File: src/rtl/hp_slot_pkg.sv
package hp_slot_pkg;
  localparam int REG_W = 16;
  localparam int LANES = REG_W / 8;
  localparam int EVT_W = 5;

  // control register field positions
  localparam int C_BTN_EN  = 0;
  localparam int C_PDC_EN  = 3;
  localparam int C_CC_EN   = 4;
  localparam int C_HPIE    = 5;
  localparam int C_ATTN_LO = 6;
  localparam int C_PWR_LO  = 8;
  localparam int C_PCTL    = 10;
  localparam int C_LOCKCMD = 11;

  // status register field positions
  localparam int S_BTN   = 0;
  localparam int S_PDC   = 3;
  localparam int S_CC    = 4;
  localparam int S_PRES  = 6;
  localparam int S_LOCK  = 7;

  localparam logic [1:0] IND_OFF = 2'b11;
  localparam logic [REG_W-1:0] CTL_WMASK = 16'h07F9;
  localparam logic [REG_W-1:0] CTL_RST   = 16'h00C0;
  localparam logic [EVT_W-1:0] EVT_SUP   = 5'b11001;

  function automatic logic [REG_W-1:0] lane_mask(input logic [LANES-1:0] be);
    logic [REG_W-1:0] m;
    for (int i = 0; i < REG_W; i++) m[i] = be[i/8];
    return m;
  endfunction
endpackage

File: src/rtl/hp_ctrl_reg.sv
module hp_ctrl_reg
  import hp_slot_pkg::*;
(
  input  logic             clk,
  input  logic             rst_n,
  input  logic             wr_i,
  input  logic [LANES-1:0] be_i,
  input  logic [REG_W-1:0] data_i,
  input  logic             present_i,
  output logic [REG_W-1:0] ctl_q_o,
  output logic [EVT_W-1:0] evt_en_d_o,
  output logic             hpie_d_o,
  output logic             cmd_o,
  output logic             lock_cmd_o,
  output logic             detach_now_o,
  output logic             detach_q_o
);
  logic [REG_W-1:0] ctl_q, ctl_d, wmask;
  logic             off_old, off_new, det_q;

  always_comb begin
    wmask      = lane_mask(be_i) & CTL_WMASK;
    cmd_o      = wr_i & (|be_i);
    ctl_d      = cmd_o ? ((ctl_q & ~wmask) | (data_i & wmask)) : ctl_q;
    lock_cmd_o = cmd_o & be_i[C_LOCKCMD/8] & data_i[C_LOCKCMD];
    off_old    = ctl_q[C_PCTL] & (ctl_q[C_PWR_LO +: 2] == IND_OFF);
    off_new    = ctl_d[C_PCTL] & (ctl_d[C_PWR_LO +: 2] == IND_OFF);
    detach_now_o = cmd_o & present_i & off_new & ~off_old;
    evt_en_d_o = '0;
    evt_en_d_o[S_BTN] = ctl_d[C_BTN_EN];
    evt_en_d_o[S_PDC] = ctl_d[C_PDC_EN];
    evt_en_d_o[S_CC]  = ctl_d[C_CC_EN];
    hpie_d_o   = ctl_d[C_HPIE];
  end

  always_ff @(posedge clk or negedge rst_n) begin
    if (!rst_n) begin
      ctl_q <= CTL_RST;
      det_q <= 1'b0;
    end else begin
      if (cmd_o) ctl_q <= ctl_d;
      det_q <= detach_now_o;
    end
  end

  assign ctl_q_o    = ctl_q;
  assign detach_q_o = det_q;

  p_detach_pulse_r12: assert property (@(posedge clk) disable iff (!rst_n)
    det_q |=> !det_q);
endmodule

File: src/rtl/hp_status_reg.sv
module hp_status_reg
  import hp_slot_pkg::*;
(
  input  logic             clk,
  input  logic             rst_n,
  input  logic             sta_wr_i,
  input  logic             lane0_i,
  input  logic [EVT_W-1:0] wdata_i,
  input  logic             lock_cmd_i,
  input  logic             lock_present_i,
  input  logic             detach_i,
  input  logic             cmd_i,
  input  logic             attach_i,
  input  logic             button_i,
  input  logic             run_i,
  output logic [EVT_W-1:0] evt_q_o,
  output logic [EVT_W-1:0] evt_d_o,
  output logic             present_o,
  output logic             link_o,
  output logic             lock_o
);
  logic [EVT_W-1:0] evt_q, evt_d, clr;
  logic             pres_q, pres_d, link_q, link_d, lock_q, lock_d;
  logic             stray, attach_ok, en;

  always_comb begin
    clr       = (sta_wr_i & lane0_i) ? wdata_i : '0;
    stray     = |(clr & ~evt_q);
    evt_d     = stray ? evt_q : (evt_q & ~clr);
    lock_d    = lock_q ^ (lock_cmd_i & lock_present_i);
    pres_d    = pres_q & ~detach_i;
    link_d    = link_q & ~detach_i;
    if (detach_i) evt_d[S_PDC] = 1'b1;
    if (cmd_i)    evt_d[S_CC]  = 1'b1;
    attach_ok = attach_i & ~lock_q;
    if (attach_ok) begin
      pres_d = 1'b1;
      link_d = 1'b1;
      if (run_i) begin
        evt_d[S_PDC] = 1'b1;
        evt_d[S_BTN] = 1'b1;
      end
    end
    if (button_i) evt_d[S_BTN] = 1'b1;
    en = sta_wr_i | cmd_i | attach_i | button_i;
  end

  always_ff @(posedge clk or negedge rst_n) begin
    if (!rst_n) begin
      evt_q  <= '0;
      pres_q <= 1'b0;
      link_q <= 1'b0;
      lock_q <= 1'b0;
    end else if (en) begin
      evt_q  <= evt_d;
      pres_q <= pres_d;
      link_q <= link_d;
      lock_q <= lock_d;
    end
  end

  assign evt_q_o   = evt_q;
  assign evt_d_o   = evt_d;
  assign present_o = pres_q;
  assign link_o    = link_q;
  assign lock_o    = lock_q;

  p_cc_on_cmd_r3: assert property (@(posedge clk) disable iff (!rst_n)
    cmd_i |=> evt_q[S_CC]);
  p_no_spont_clear_r5: assert property (@(posedge clk) disable iff (!rst_n)
    !sta_wr_i |=> ((evt_q & $past(evt_q)) == $past(evt_q)));
  p_lock_toggle_r6: assert property (@(posedge clk) disable iff (!rst_n)
    (lock_cmd_i && lock_present_i) |=> (lock_q != $past(lock_q)));
  p_detach_clears_r12: assert property (@(posedge clk) disable iff (!rst_n)
    (detach_i && !attach_i) |=> (!pres_q && !link_q && evt_q[S_PDC]));
endmodule

File: src/rtl/hp_irq_gen.sv
module hp_irq_gen
  import hp_slot_pkg::*;
(
  input  logic             clk,
  input  logic             rst_n,
  input  logic             msg_mode_i,
  input  logic             hpie_d_i,
  input  logic [EVT_W-1:0] evt_en_d_i,
  input  logic [EVT_W-1:0] evt_d_i,
  output logic             irq_line_o,
  output logic             irq_msg_o
);
  logic level_q, level_d, line_q, line_d, msg_q, msg_d;

  always_comb begin
    level_d = hpie_d_i & (|(evt_d_i & evt_en_d_i & EVT_SUP));
    line_d  = ~msg_mode_i & level_d;
    msg_d   = msg_mode_i & level_d & ~level_q;
  end

  always_ff @(posedge clk or negedge rst_n) begin
    if (!rst_n) begin
      level_q <= 1'b0;
      line_q  <= 1'b0;
      msg_q   <= 1'b0;
    end else begin
      level_q <= level_d;
      line_q  <= line_d;
      msg_q   <= msg_d;
    end
  end

  assign irq_line_o = line_q;
  assign irq_msg_o  = msg_q;

  p_msg_on_rise_r11: assert property (@(posedge clk) disable iff (!rst_n)
    msg_q |-> (level_q && !$past(level_q)));
  p_line_quiet_msg_r11: assert property (@(posedge clk) disable iff (!rst_n)
    $past(msg_mode_i) |-> !line_q);
endmodule

File: src/rtl/hp_slot_ctrl.sv
module hp_slot_ctrl
  import hp_slot_pkg::*;
(
  input  logic             clk,
  input  logic             rst_n,
  input  logic             run_i,
  input  logic             msg_mode_i,
  input  logic             lock_present_i,
  input  logic             wr_en_i,
  input  logic             wr_sel_i,
  input  logic [LANES-1:0] wr_be_i,
  input  logic [REG_W-1:0] wr_data_i,
  input  logic             rd_sel_i,
  output logic [REG_W-1:0] rd_data_o,
  input  logic             attach_i,
  input  logic             button_i,
  output logic             irq_level_o,
  output logic             irq_msg_o,
  output logic             detach_o,
  output logic             present_o,
  output logic             link_up_o
);
  logic [REG_W-1:0] ctl_q;
  logic [EVT_W-1:0] evt_en_d, evt_q, evt_d;
  logic             hpie_d, cmd, lock_cmd, detach_now, pres, link, lock;

  hp_ctrl_reg u_ctrl (
    .clk(clk), .rst_n(rst_n), .wr_i(wr_en_i & ~wr_sel_i), .be_i(wr_be_i),
    .data_i(wr_data_i), .present_i(pres), .ctl_q_o(ctl_q),
    .evt_en_d_o(evt_en_d), .hpie_d_o(hpie_d), .cmd_o(cmd),
    .lock_cmd_o(lock_cmd), .detach_now_o(detach_now), .detach_q_o(detach_o)
  );

  hp_status_reg u_sta (
    .clk(clk), .rst_n(rst_n), .sta_wr_i(wr_en_i & wr_sel_i),
    .lane0_i(wr_be_i[0]), .wdata_i(wr_data_i[EVT_W-1:0]),
    .lock_cmd_i(lock_cmd), .lock_present_i(lock_present_i),
    .detach_i(detach_now), .cmd_i(cmd), .attach_i(attach_i),
    .button_i(button_i), .run_i(run_i), .evt_q_o(evt_q), .evt_d_o(evt_d),
    .present_o(pres), .link_o(link), .lock_o(lock)
  );

  hp_irq_gen u_irq (
    .clk(clk), .rst_n(rst_n), .msg_mode_i(msg_mode_i), .hpie_d_i(hpie_d),
    .evt_en_d_i(evt_en_d), .evt_d_i(evt_d), .irq_line_o(irq_level_o),
    .irq_msg_o(irq_msg_o)
  );

  always_comb begin
    rd_data_o = '0;
    if (rd_sel_i) begin
      rd_data_o[EVT_W-1:0] = evt_q;
      rd_data_o[S_PRES]    = pres;
      rd_data_o[S_LOCK]    = lock;
    end else begin
      rd_data_o = ctl_q;
      rd_data_o[C_LOCKCMD] = 1'b0;
    end
  end

  assign present_o = pres;
  assign link_up_o = link;
endmodule

File: config.mk
export PLATFORM = sky130hd
export DESIGN_NAME = hp_slot_ctrl
export DESIGN_NICKNAME = d
export VERILOG_FILES = /design/src/rtl/hp_slot_pkg.sv /design/src/rtl/hp_ctrl_reg.sv /design/src/rtl/hp_status_reg.sv /design/src/rtl/hp_irq_gen.sv /design/src/rtl/hp_slot_ctrl.sv
export SDC_FILE = /design/constraint.sdc
export NUM_CORES = 1
export LEC_CHECK = 0
export BUFFER_PORTS_ARGS = -buffer_cell sky130_fd_sc_hd__buf_4
export CAP_MARGIN = 25
export CORE_MARGIN = 4
export CORE_UTILIZATION = 50
export DETAILED_ROUTE_END_ITERATION = 12
export PLACE_DENSITY = 0.92
export SETUP_SLACK_MARGIN = 0.4
export SYNTH_ARGS = -nofsm -noshare
export SYNTH_HDL_FRONTEND = slang
export SYNTH_SLANG_ARGS = --single-unit
File: constraint.sdc
create_clock -name clk -period 4.82 [get_ports clk]
set_clock_uncertainty 0.2 [all_clocks]
set_input_delay 0.482 -clock clk [delete_from_list [all_inputs] [get_ports clk]]
set_output_delay 0.482 -clock clk [all_outputs]
set_load 0.03 [all_outputs]
==> impl_metrics.csv, run 1 <==
group,metric,value,unit
cts,cts_tree,"built",
final_layout,final_util,71.57,%
logic_synthesis,ys_types,36,
cts,h-tree-depth,1,
timing,setup_tns,0,ps
logic_synthesis,syn_area_per_cell,11.35,sq um
critical_path,timing.critical_path.mode_cell,"buf_4",
drt,firstDrtPassIters,4,
power,power_leakage,0.7200,nW
cts,clock_sinks,21,
placement,io_buffer_count,39,
final_layout,drive_gt1_share,46.81,%
cts,holdBufCountCts,1,
critical_path,worstPathArrival,1180,ps
timing,fin_crit_sh,38.62,%
logic_synthesis,async_flop_share,100.0,%
min_path,hold_class,"in -> reg",
cts,path_clk_slew,110,ps
cts,cts_buffers,3,
job,drv_cap,0,
final_layout,num-fill-cells,155,
logic_synthesis,synth_largest_area_cell,"dfrtp_1",
logic_synthesis,synth_top_area_share,42.32,%
global_routing,grt_pass1_vias,876,
floorplanning,die_x,55.41,um
timing,max_freq,0.5372,GHz
cts,clk_path_buf_depth,2,
critical_path,critPathKind,"in -> out",
critical_path,critPathMaxFanout,11,
power,ir_worst_vdd,0.0002608,V
critical_path,r2r-start,"u_sta.evt_q_o[3]",
logic_synthesis,synth_seq_cells,21,
cts,post-cts-setup-buffers,0,
drt,detail-route-antenna-nets,0,
critical_path,start_kind,"input port",
min_path,hp-start,"wr_data_i[1]",
drt,drt-initial-drc-count,13,
power,p_per_area,355.3,nW/um^2
final_layout,diodes,0,
floorplanning,core-area,2042,sq um
drt,drt-vias-per-instance,5.315,
placement,place_congestion,0.8228,
timing,rsz0062_at_grt,"no",
final_layout,nets,170,
logic_synthesis,ys.flop_type,"dfrtp_1",
critical_path,worst_path_max_delay_cell,"mux2_2",
logic_synthesis,synth_area_leaders,"dfrtp_1 42%, mux2_2 11%, dfstp_2 4.7%",
cts,cts_resized,0,
logic_synthesis,syn_inst,99,
global_routing,antenna_found_initial,0,
timing,period_minus_slack,1861,ps
global_routing,grt-ovfl-total,0,
drt,vias,893,
timing,finalHoldViolCount,0,
global_routing,grt_usage,15.71,%
logic_synthesis,syn_area,1124,sq um
drt,routed_wl,2345,um
timing,slew_viol_final,0,
floorplanning,pin_count,49,
drt,routedWlPerCell,13.96,um
floorplanning,die_height,55.41,um
critical_path,cp-end-kind,"output pin",
critical_path,cp-startpoint,"rd_sel_i",
logic_synthesis,synth_edf_count,0,
cts,clockRootBuffer,"clkbuf_4",
placement,post-dp-hpwl,1881,um
final_layout,area_growth,30.07,%
floorplanning,std_cell_rows,16,
drt,drc_errors,0,
logic_synthesis,ys_seq_area_share,46.99,%
timing,setup_viol,0,
critical_path,crit_path_max_incr_delay,360,ps
floorplanning,start_util,55.02,%
logic_synthesis,ys_warn_count,0,
run_status,status,"finished, final reports clean",
floorplanning,dieArea,3070,sq um
cts,clock_latency,300,ps
critical_path,required,4140,ps
critical_path,crit_chain,"buf_4, mux2_2, buf_4",
global_routing,grt_max_degree,22,
global_routing,grt_pass1_wl,3891,um
cells in the final DEF, fill, tap and decap left out, drive strengths merged, types with 2 or more instances in the layout:
| master | instances |
|---|---|
| a21oi | 2 |
| and2 | 3 |
| buf | 39 |
| clkbuf | 3 |
| conb | 5 |
| dfrtp | 19 |
| dfstp | 2 |
| inv | 8 |
| mux2 | 13 |
| nand2 | 5 |
| nand2b | 5 |
| nand3 | 4 |
| nand3b | 2 |
| nand4 | 2 |
| nor2 | 2 |
| nor2b | 4 |
| o21ai | 3 |
| o32ai | 2 |
layer usage:
| layer | vias up | share of wire (%) | global-route usage (%) |
|---|---|---|---|
| li1 | 425 | - | - |
| met1 | 425 | 41 | 19.47 |
| met5 | - | 0 | 0 |
| met4 | 0 | 1.2 | 7.292 |
| met3 | 4 | 6.9 | 3.730 |
| met2 | 39 | 50 | 25.68 |
cell families (layout without fill, tap and decap cells):
group	count (synthesis)	after routing	synth area share (%)
flops	21	21	46.99
compound gates	16	16	11.47
other cells	1	5	0.3338
xor+xnor	1	1	0.7797
buf+inv	14	52	6.348
mux	14	14	14.59
simple gates	32	32	19.49
layout make-up:
type	count	area, sq um	area share [%]
Clock buffer	3	22.52	1.541
Clock inverter	1	5.005	0.3425
Inverter	8	30.03	2.055
Multi-Input combinational cell	68	539.3	36.90
Sequential cell	21	528.0	36.13
Tap cell	27	33.78	2.312
Timing Repair Buffer	40	302.8	20.72
report_power, final:
group          total [mW]  internal [mW]  switching, mW  leakage, nW
clock network      0.0837         0.0309         0.0528       0.0177
logic               0.202         0.0903          0.112        0.462
registers           0.233          0.213         0.0202        0.240
path summary, 6_finish.rpt:
| path | endpoint | slack [ps] | cells past startpoint |
|---|---|---|---|
| worst max-delay path | rd_data_o[3] | 2960 | 3 |
| worst min-delay path | u_sta.evt_q_o[1] | 140 | 2 |
| worst max register to register | u_irq.level_q | 3100 | 5 |
| worst min register to register | u_sta.lock_o | 330 | 1 |
| max in group asynchronous | async pin | 3770 | 2 |
| min in group asynchronous | u_irq.level_q | 380 | 2 |
state kept, by name, summed over array words and instances (netlist names), named ones only:
| register | count |
|---|---|
| u_ctrl.detach_q_o | 1 |
| u_sta.link_o | 1 |
| u_irq.irq_msg_o | 1 |
| u_sta.evt_q_o | 5 |
| u_ctrl.ctl_q_o | 7 |
| u_sta.present_o | 1 |
| u_irq.irq_line_o | 1 |
| u_sta.lock_o | 1 |
| u_irq.level_q | 1 |
Yosys cell counts (all sizes together), types with 2 or more instances:
library cell,instances
a21oi,2
and2,3
buf,5
dfrtp,19
dfstp,2
inv,8
mux2,13
nand2,5
nand2b,5
nand3,4
nand3b,2
nand4,2
nor2,2
nor2b,4
o21ai,3
o32ai,2
worst max-delay path, delay by kind of cell:
family                 cells  cell delay, ps
muxes                      1             360
buffers and inverters      2             330
per-stage QoR:
step / cells / power, mW / cell area (sq um) / worst slack, ps / hold slack (ps)
floorplan: 103 / 0.3694 / 1139 / 2942 / -13.59
global route: 168 / 0.5501 / 1461 / 2909 / 120.3
global placement: 163 / 0.4320 / 1424 / 2752 / 173.6
detailed placement: 163 / 0.4387 / 1424 / 2727 / 178.3
finish: 168 / 0.5193 / 1461 / 2959 / 139.7
CTS: 168 / 0.5222 / 1461 / 2952 / 131.9
Note: power is estimated with default switching activity, not from simulation.
==> run 2: changes to the inputs <==
- CORE_UTILIZATION: 50 -> 42
- PLACE_DENSITY: 0.92 -> 0.83
- clock period: 4.82 -> 1.6 ns (I/O delays scaled with it)
==> run 2 against run 1 <==
Against the previous run:
- the run now ends with negative hold slack, negative setup slack left
- global-route usage increased by 2.6 points
- power increased to 3.5 times the previous value
- cell area increased by 25%
- cell count increased by 15%
- critical path type is now reg -> reg
- largest power group is now combinational logic
- highest routed layer unchanged
==> impl_metrics.csv, run 2 (synthesis results as in run 1) <==
group,metric,value,unit
run_status,status,"finished with violations",
run_status,failed_checks,"negative hold slack, negative setup slack",
final_layout,nets,193,
critical_path,worstPathArrival,1720,ps
final_layout,stdcell_area,1827,sq um
job,drv_cap,0,
final_layout,drive_gt1_share,59.15,%
global_routing,grt_max_degree,22,
placement,post-dp-hpwl,2055,um
drt,detail-route-antenna-nets,0,
cts,cts_tree,"built",
global_routing,grt_pass1_wl,4878,um
floorplanning,start_util,44.54,%
timing,rsz0062_at_grt,"yes",
final_layout,final_cell_mix,"36 x buf_4, 18 x dfrtp_1, 17 x buf_6",
floorplanning,pin_count,49,
placement,dpl_cell_area,1493,sq um
final_layout,area_growth,62.58,%
timing,fin_ws,-127.7,ps
timing,period_minus_slack,1728,ps
drt,vias,1030,
floorplanning,die_x,59.72,um
final_layout,final_common_cell,"buf_4",
drt,routedWlPerCell,16.75,um
cts,path_clk_slew,120,ps
cts,clk_path_buf_depth,2,
placement,place_congestion,0.8222,
critical_path,required,1590,ps
final_layout,diodes,0,
timing,setup_viol,5,
cts,holdBufCountCts,10,
power,ir_worst_vdd,0.0008273,V
critical_path,critPathKind,"reg -> reg",
cts,cts_buffers,3,
drt,drc_errors,0,
timing,fin_crit_sh,108.0,%
drt,firstDrtPassIters,4,
global_routing,grt_usage,18.31,%
timing,finalHoldViolCount,8,
timing,max_freq,0.5788,GHz
global_routing,grt-ovfl-total,0,
timing,setup_tns,-374.9,ps
global_routing,grt_pass1_vias,1016,
critical_path,critPathMaxFanout,4,
drt,drt-initial-drc-count,28,
floorplanning,die_height,59.72,um
cts,clockRootBuffer,"clkbuf_4",
timing,slew_viol_final,0,
floorplanning,dieArea,3566,sq um
final_layout,largest_reg_flops,7,
timing,holdWs,-127.7,ps
min_path,hold_class,"in -> reg",
cts,h-tree-depth,1,
global_routing,antenna_found_initial,0,
drt,drt-vias-per-instance,5.309,
placement,io_buffer_count,39,
floorplanning,std_cell_rows,18,
drt,routed_wl,3249,um
floorplanning,core-area,2522,sq um
critical_path,start_kind,"flop",
cts,clock_sinks,21,
power,p_per_area,1008,nW/um^2
critical_path,cp-end-kind,"flop",
power,power.total,1.842,mW
cts,clock_latency,310,ps
power,power_leakage,0.8741,nW
==> run 2: worst max-delay path, cell delays in order, from the launching register on <==
cell and delay, ps:
dfrtp_1 380, inv_2 60, a221oi_4 380, nand3_2 130, a32oi_2 330, o32ai_2 140
==> run 2: power by group <==
part / leakage, nW / internal (mW) / total (mW) / switching (mW)
Clock: 0.0177 / 0.0933 / 0.266 / 0.173
Combinational: 0.616 / 0.444 / 0.859 / 0.416
Sequential: 0.240 / 0.643 / 0.717 / 0.0733
==> run 2: final timing paths <==
kind                                        start                 to  slack [ps]  cells past startpoint
worst min-delay path                     button_i   u_sta.evt_q_o[0]        -130                      3
worst min register to register  u_ctrl.ctl_q_o[0]  u_ctrl.ctl_q_o[0]         350                      1
min in group asynchronous                   rst_n       u_sta.link_o          60                      2
worst max-delay path             u_sta.evt_q_o[3]    u_irq.irq_msg_o        -130                      5
worst max register to register   u_sta.evt_q_o[3]    u_irq.irq_msg_o        -130                      5
max in group asynchronous                   rst_n          async pin         870                      2
==> run 2: layout make-up <==
class / instances / area, sq um
fill: 168 / 695.7
multi-input combinational: 68 / 640.6
timing repair buffer: 63 / 561.8
sequential: 21 / 529.3
tap: 30 / 37.54
inverter: 8 / 30.03
clock buffer: 3 / 22.52
clock inverter: 1 / 5.005
==> run 2: per-stage QoR <==
stage	util [%]	setup WS, ps	hold WS, ps	std cells
4_1_cts	69.30	-53.11	-134.7	190
6_report	72.42	-127.7	-127.7	194
3_5_place_dp	59.18	-103.5	-140.2	172
2_1_floorplan	-	101.3	-335.6	103
3_3_place_gp	59.18	-61.35	-145.9	172
5_1_grt	72.42	-264.2	-124.6	194
==> run 2: timing repair <==
item                                   in CTS  in global routing
buffers inserted                            4                  4
setup endpoints to repair                  27                 27
gates resized for setup                    26                 11
endpoints found under the hold margin      39                  7
pin swaps                                   9                  5
==> run 2: layer usage <==
metal | global-route usage, % | share of wire, % | wire length (um) | vias up
met2 | 33.18 | 55 | 1786 | 48
li1 | - | - | - | 473
met1 | 22.15 | 37 | 1209 | 505
met3 | 3.672 | 6.8 | 221 | 4
met5 | 0 | 0 | 0 | -
met4 | 4.114 | 0.95 | 31 | 0
==> run 3: changes to the inputs <==
--- a/config.mk
+++ b/config.mk
@@ -6,8 +6,10 @@
 export NUM_CORES = 1
 export LEC_CHECK = 0
+export ABC_CLOCK_PERIOD_IN_PS = 1600
 export BUFFER_PORTS_ARGS = -buffer_cell sky130_fd_sc_hd__buf_4
 export CAP_MARGIN = 25
 export CORE_MARGIN = 4
 export CORE_UTILIZATION = 42
+export CTS_BUF_LIST = sky130_fd_sc_hd__clkbuf_16
 export DETAILED_ROUTE_END_ITERATION = 12
 export PLACE_DENSITY = 0.83
==> constraint.sdc (replaced) <==
create_clock -name clk -period 1.6 [get_ports clk]
set_clock_uncertainty 0.2 [all_clocks]
set_input_delay 0.16 -clock clk [delete_from_list [all_inputs] [get_ports clk]]
set_output_delay 0.16 -clock clk [all_outputs]
set_load 0.05 [all_outputs]
==> run 3 against run 2 <==
Against the previous run:
- the flow still finishes with violations (negative hold slack, negative setup slack)
- flip-flop and latch count unchanged
- sequential share of layout area down 2.6 points
- clock power up 97%
- highest routed layer unchanged
==> impl_metrics.csv, run 3 (synthesis results as in run 1) <==
group,metric,value,unit
run_status,status,"finished with violations",
run_status,failed_checks,"negative hold slack, negative setup slack",
floorplanning,die_height,59.72,um
power,p_per_area,1181,nW/um^2
critical_path,required,1240,ps
final_layout,stdcell_area,2009,sq um
drt,firstDrtPassIters,4,
cts,clock_latency,250,ps
placement,io_buffer_count,39,
drt,met1_length,1337,um
critical_path,critPathMaxFanout,2,
cts,cts_buffers,3,
critical_path,crit_chain,"buf_4, buf_6, buf_6, mux2_4, buf_8",
timing,fin_crit_sh,110.0,%
global_routing,grt_pass1_wl,4954,um
drt,routedWlPerCell,18.66,um
placement,post-dp-hpwl,2112,um
global_routing,grt_max_degree,22,
final_layout,drive_gt1_share,62.35,%
critical_path,critical_path_buf_inv_count,4,
power,power_leakage,0.9736,nW
cts,cts_tree,"built",
critical_path,cp-end-kind,"output pin",
drt,maxUsedRoutingLayer,"met4",
drt,vias,1080,
placement,place_congestion,0.8057,
critical_path,worst-r2r-cell-count,5,
critical_path,r2r-start,"u_sta.evt_q_o[3]",
critical_path,r2r_slack,-130,ps
timing,period_minus_slack,1760,ps
final_layout,final_common_cell,"buf_4",
critical_path,crit_family,"buffers and inverters",
global_routing,antenna_found_initial,0,
drt,drt-initial-drc-count,37,
critical_path,worstPathArrival,1400,ps
critical_path,r2r-end,"u_irq.irq_line_o",
drt,routed_wl,3731,um
final_layout,nets,199,
timing,finalHoldViolCount,6,
global_routing,grt-ovfl-total,0,
drt,drt-vias-per-instance,5.400,
final_layout,final_cell_mix,"41 x buf_4, 18 x dfrtp_1, 12 x buf_8",
critical_path,critical_path_depth,5,
critical_path,timing.critical_path.mode_cell,"buf_6",
min_path,hold_class,"in -> reg",
cts,clockRootBuffer,"clkbuf_16",
floorplanning,start_util,44.54,%
cts,holdBufCountCts,7,
floorplanning,pin_count,49,
critical_path,critPathKind,"reg -> out",
power,ir_worst_vdd,0.0008285,V
min_path,hp-start,"wr_data_i[10]",
final_layout,largest_reg_flops,7,
final_layout,final_util,79.66,%
drt,met3_length,195,um
placement,pre_cts_slack,-95.29,ps
floorplanning,die_x,59.72,um
final_layout,final_cells,200,
final_layout,area_growth,78.84,%
floorplanning,core-area,2522,sq um
drt,drc_errors,0,
final_layout,diodes,0,
timing,setup_tns,-724.1,ps
min_path,hold-path-endpoint,"u_ctrl.ctl_q_o[10]",
timing,max_freq,0.5682,GHz
timing,setup_viol,8,
floorplanning,dieArea,3566,sq um
drt,detail-route-antenna-nets,0,
global_routing,grt_pass1_vias,1078,
critical_path,crit_path_max_incr_delay,390,ps
timing,slew_viol_final,0,
cts,clk_path_buf_depth,2,
drt,wl_met2,2079,um
min_path,hold_depth,2,
cts,clock_sinks,21,
timing,fin_ws,-160.0,ps
cts,h-tree-depth,1,
cts,path_clk_slew,60,ps
placement,dp.cells,175,
critical_path,cp-startpoint,"u_sta.evt_q_o[3]",
timing,holdWs,-48.03,ps
critical_path,start_kind,"flop",
placement,dpl_cell_area,1544,sq um
floorplanning,std_cell_rows,18,
critical_path,worst_path_max_delay_cell,"dfrtp_1",
global_routing,grt_usage,19.07,%
job,drv_cap,0,
timing,rsz0062_at_grt,"yes",
==> run 3: final cells by class <==
type	count	area, sq um
clock buffer	3	75.07
clock inverter	1	3.754
fill	142	513.0
inverter	8	30.03
multi-input combinational	68	674.4
sequential	21	529.3
tap	30	37.54
timing repair buffer	69	659.4
==> run 3: power breakdown <==
part | internal, mW | leakage, nW | switching, mW
Combinational | 0.550 | 0.691 | 0.578
Clock | 0.333 | 0.0423 | 0.193
Sequential | 0.645 | 0.240 | 0.0751
Total | 1.53 | 0.974 | 0.845
==> run 3: how the worst max path moves through the flow <==
| stage | end |
|---|---|
| final | rd_data_o[3] |
| after global routing | u_irq.level_q |
| after CTS | u_irq.irq_line_o |
| after detailed placement | u_irq.level_q |
| after global placement | u_irq.level_q |
| after floorplan | u_irq.irq_msg_o |
==> run 3: layer usage <==
metal  vias to the layer above  global-route usage (%)
li1                        484                       -
met1                       531                   21.02
met2                        51                   35.96
met3                        14                   3.888
met4                         0                   6.013
met5                         -                       0
==> run 3: per-stage QoR <==
step	power [mW]	hold WS [ps]
2_1_floorplan	1.263	-335.6
3_3_place_gp	1.506	-147.5
3_5_place_dp	1.531	-143.5
4_1_cts	2.246	-51.98
5_1_grt	2.466	-44.86
6_report	2.374	-48.03
==> run 3: repair_timing <==
item                       CTS  global route
gates resized for setup     36            19
buffers inserted             8             6
pin swaps                    9             6
setup endpoints to repair   23            25
hold endpoints to repair    32             5
